===== config.mk =====
export PLATFORM = sky130hd
export DESIGN_NAME = alu4_cla
export DESIGN_NICKNAME = d
export VERILOG_FILES = /design/src/rtl/alu4_pkg.sv /design/src/rtl/alu4_terms.sv /design/src/rtl/alu4_lookahead.sv /design/src/rtl/alu4_cla.sv
export SDC_FILE = /design/constraint.sdc
export NUM_CORES = 1
export LEC_CHECK = 0
export BUFFER_PORTS_ARGS = -buffer_cell sky130_fd_sc_hd__buf_2
export CORE_AREA = 2 2 39 41
export DETAILED_ROUTE_END_ITERATION = 16
export DIE_AREA = 0 0 41 43
export GPL_TIMING_DRIVEN = 0
export SLEW_MARGIN = 5
export SYNTH_ARGS = -nofsm -noshare
export SYNTH_HDL_FRONTEND = slang
export SYNTH_SLANG_ARGS = --single-unit

===== constraint.sdc =====
create_clock -name vclk -period 2.02
set_input_delay 0 -clock vclk [all_inputs]
set_output_delay 0 -clock vclk [all_outputs]
set_load 0.02 [all_outputs]

===== src/rtl/alu4_pkg.sv =====
package alu4_pkg;
  localparam int unsigned ALU_W = 4;
  localparam int unsigned SEL_W = 4;

  localparam logic [SEL_W-1:0] SEL_ADD = 4'b1001;
  localparam logic [SEL_W-1:0] SEL_SUB = 4'b0110;
  localparam logic [SEL_W-1:0] SEL_XOR = 4'b0110;
endpackage


===== src/rtl/alu4_terms.sv =====
module alu4_terms #(
  parameter int unsigned W = 4
) (
  input  logic [W-1:0] a_i,
  input  logic [W-1:0] b_i,
  input  logic [3:0]   sel_i,
  output logic [W-1:0] gen_o,
  output logic [W-1:0] prop_o
);
  for (genvar i = 0; i < W; i++) begin : g_bit
    // propagate: s0 picks B, s1 picks ~B; generate: s3 keeps B, s2 keeps ~B
    assign prop_o[i] = a_i[i] | (b_i[i] & sel_i[0]) | (~b_i[i] & sel_i[1]);
    assign gen_o[i]  = (a_i[i] & b_i[i] & sel_i[3]) | (a_i[i] & ~b_i[i] & sel_i[2]);
  end
endmodule


===== src/rtl/alu4_lookahead.sv =====
module alu4_lookahead #(
  parameter int unsigned W = 4
) (
  input  logic [W-1:0] gen_i,
  input  logic [W-1:0] prop_i,
  input  logic         c_i,
  output logic [W-1:0] carry_o,
  output logic         c_out_o,
  output logic         grp_gen_o,
  output logic         grp_prop_o
);
  logic [W:0] carry;

  // flat sum-of-products per position, no bit-to-bit ripple
  always_comb begin
    carry[0] = c_i;
    for (int i = 0; i < W; i++) begin
      logic acc;
      logic term;
      acc = c_i;
      for (int j = 0; j <= i; j++) acc = acc & prop_i[j];
      for (int j = 0; j <= i; j++) begin
        term = gen_i[j];
        for (int k = j + 1; k <= i; k++) term = term & prop_i[k];
        acc = acc | term;
      end
      carry[i+1] = acc;
    end
  end

  always_comb begin
    logic gg;
    logic term;
    gg = 1'b0;
    for (int j = 0; j < W; j++) begin
      term = gen_i[j];
      for (int k = j + 1; k < W; k++) term = term & prop_i[k];
      gg = gg | term;
    end
    grp_gen_o = gg;
  end

  assign grp_prop_o = &prop_i;
  assign carry_o    = carry[W-1:0];
  assign c_out_o    = carry[W];

  always_comb begin
    assert_cout_cascade_R8: assert (c_out_o == (grp_gen_o | (grp_prop_o & c_i)))
      else $error("carry out disagrees with group terms");
  end
endmodule


===== src/rtl/alu4_cla.sv =====
module alu4_cla
  import alu4_pkg::*;
(
  input  logic [ALU_W-1:0] a_i,
  input  logic [ALU_W-1:0] b_i,
  input  logic [SEL_W-1:0] sel_i,
  input  logic             mode_i,
  input  logic             cn_ni,
  output logic [ALU_W-1:0] f_o,
  output logic             cn4_no,
  output logic             grp_gen_no,
  output logic             grp_prop_no,
  output logic             all_ones_o
);
  logic [ALU_W-1:0] gen;
  logic [ALU_W-1:0] prop;
  logic [ALU_W-1:0] carry;
  logic             c_out;
  logic             grp_gen;
  logic             grp_prop;

  alu4_terms #(.W(ALU_W)) u_terms (
    .a_i    (a_i),
    .b_i    (b_i),
    .sel_i  (sel_i),
    .gen_o  (gen),
    .prop_o (prop)
  );

  alu4_lookahead #(.W(ALU_W)) u_la (
    .gen_i      (gen),
    .prop_i     (prop),
    .c_i        (~cn_ni),
    .carry_o    (carry),
    .c_out_o    (c_out),
    .grp_gen_o  (grp_gen),
    .grp_prop_o (grp_prop)
  );

  // logic mode forces the carry term high, which inverts the half sum
  assign f_o         = gen ^ prop ^ (carry | {ALU_W{mode_i}});
  assign cn4_no      = ~c_out;
  assign grp_gen_no  = ~grp_gen;
  assign grp_prop_no = ~grp_prop;
  assign all_ones_o  = &f_o;

  always_comb begin
    if (!mode_i && sel_i == SEL_ADD)
      assert_add_sum_R1: assert ({~cn4_no, f_o} == ({1'b0, a_i} + {1'b0, b_i} + {4'b0, ~cn_ni}))
        else $error("add select mismatch");
    if (mode_i && sel_i == SEL_XOR)
      assert_logic_xor_R6: assert (f_o == (a_i ^ b_i))
        else $error("logic xor depends on carry");
    if (!mode_i && sel_i == SEL_SUB && cn_ni)
      assert_equal_flag_R9: assert (all_ones_o == (a_i == b_i))
        else $error("equality flag wrong");
    if (!grp_gen_no)
      assert_gen_carries_R7: assert (!cn4_no)
        else $error("generating group did not carry");
  end
endmodule


==> out/qor.yml <==
status: "completed"
globalplace.congestion: 0.733
postPlaceCellArea_um2: 548
p_sw_uw: 99.7
grt_pass1_vias: 386
fp-row-count: 14
synth_most_common_cell: "nor2_1"
synth_cell_types: 26
max_slew.worst_pin.slew_ps: 594
grt.overflow.total: 0
synth_area_leaders: "mux2_1 (11%), xnor2_1 (8.4%), nor2_1 (7.2%), mux4_1 (6.3%), a21oi_1 (6.0%)"
port_buffers: 22
switching_share_pct: 58.0
timing.slew.headroom_pct: 60.2
yosysTopAreaCell: "mux2_1"
num-nets-final: 94
stdcell_area_um2: 548
power_frac_comb_pct: 100.0
critPathTopFamily: "compound AO/OA/AOI/OAI gates"
setup_tns_ps: 0
die_height_um: 43
power.density_nw_per_um2: 314
cp_common_cell: "buf_2"
syn_area_per_cell_um2: 7.46
syn-cell-area_um2: 418
clkPwrFrac_pct: 0
initial_utilization_pct: 30.2
ff_latch_area_um2: 0
worst-path-max-fanout: 5
fill_cells: 159
grt_usage_pct: 11.7
post-route-drc-count: 0
required_ps: 2020
grt_pass1_wl_um: 1560
final_layout_size_suffix_gt1_share_pct: 34.6
post_cts_resize_count: 0
io_pins: 22
syn_to_final_growth_pct: 31.1
fmax_mhz: 678
seq_cells: 0
synth_common_cells: "nor2_1 (8), a21oi_1 (5), nand2_1 (5)"
dr_total_vias: 459
min_period_ps: 1470
core_area_um2: 1380
hold_path.class: "primary input to primary output"
syn_inst: 56
dp_cells: 94
avgRoutedWirePerCell_um: 10.2
post-dp-hpwl_um: 827
internal-power_uw: 72.2
antennaDiodeCount: 0
wirelength_um: 960
drv_cap: 0
slowest_delay_ps: 480
hold_depth: 4
syn-num-nets: 70
stdcell_count: 94
rsz0062_at_grt: "no"
netlist.area_leader.share_pct: 10.8
cp-end-kind: "primary output"
crit_chain: "buf_2, nor2b_1, a211oi_1, a31oi_4, mux2i_1, o32a_1, buf_2"
period_share_pct: 73.0
worstSetupPathType: "primary input to primary output"
vdd_drop_max_v: 0.0000880
grt_max_degree: 7
dr.first_iter.drc_count: 2
min_from: "mode_i"
vias_per_cell: 4.88
setup_viol: 0
multiInputGateArea_um2: 407
slew_violations: 0
dr.pass1.iters: 2
arrival_ps: 1470
critPathLaunchType: "primary input"
cp_num_buf_inv: 2
dieArea_um2: 1760
grt_antenna_before_repair: 0
p_seq_share_pct: 0
seq_area_frac_synth_pct: 0
yosys_warnings: 0
postRouteAntennaNets: 0
die_w_um: 41
min_to: "f_o[0]"
cts-hold-fix-buffers: 0
slowest_stage: "a211oi_1"
p_leak_nw: 0.248
hold_viol: 0
cts_setup_buffers: 0
nClkBuffers: 0
==> layer usage <==
| layer | GRT usage [%] | part of all wire, % | vias up |
|---|---|---|---|
| li1 | - | - | 250 |
| met1 | 16.1 | 48 | 201 |
| met2 | 20.9 | 48 | 8 |
| met3 | 0 | 4.2 | 0 |
| met4 | 0 | 0 | 0 |
| met5 | 0 | 0 | - |
==> power groups by stage <==
stage          Clock [mW]  Combinational [mW]  Sequential [mW]
6_report                0               0.172                0
5_1_grt                 0               0.190                0
4_1_cts                 0               0.173                0
3_5_place_dp            0               0.173                0
3_3_place_gp            0               0.172                0
2_1_floorplan           0               0.117                0
==> stage by stage <==
stage          hold slack, ps  util, %  power, mW  setup WS (ps)
6_report                  455     39.6      0.172            545
5_1_grt                   488     39.6      0.190            513
4_1_cts                   456     39.6      0.173            555
3_5_place_dp              455     39.6      0.173            553
3_3_place_gp              456     39.6      0.172            570
2_1_floorplan             232        -      0.117            887
==> layout make-up <==
cell class	count	area share, %
inverters	3	2.05
repair buffers	22	20.1
well taps	16	3.65
multi-input cells	53	74.2
==> cells by family after synthesis <==
family / after synthesis / share of synthesized area, %
AO/OA/AOI/OAI: 14 / 28.4
XOR/XNOR: 5 / 10.5
buffers and inverters: 3 / 2.69
multiplexers: 8 / 25.1
AND/OR/NAND/NOR: 26 / 33.2
==> worst max-delay path by stage <==
stage | from | to | depth (start not counted)
CTS | sel_i[1] | all_ones_o | 7
global placement | sel_i[1] | all_ones_o | 7
finish | sel_i[1] | all_ones_o | 7
global route | sel_i[1] | all_ones_o | 7
floorplan | b_i[3] | all_ones_o | 4
detailed placement | sel_i[1] | all_ones_o | 7
==> layout by cell type, fill, tap and decap left out, drive strengths merged <==
cell	n
mux2i	3
nor2b	3
nor3	1
mux2	4
nand3	2
a211o	1
mux4	1
buf	22
a211oi	2
nor2	8
o21ai	2
nor3b	1
o31ai	1
a21boi	1
inv	3
a21oi	5
o32a	1
nand2	5
xnor2	4
xor2	1
and3b	1
and2b	1
and2	3
and3	1
a31oi	1
==> tightest hold or removal path, stage by stage <==
cell and delay [ps]:
buf_2 130, nor2_1 60, xnor2_1 110, buf_2 150
Note: power is estimated with default switching activity, not from simulation.
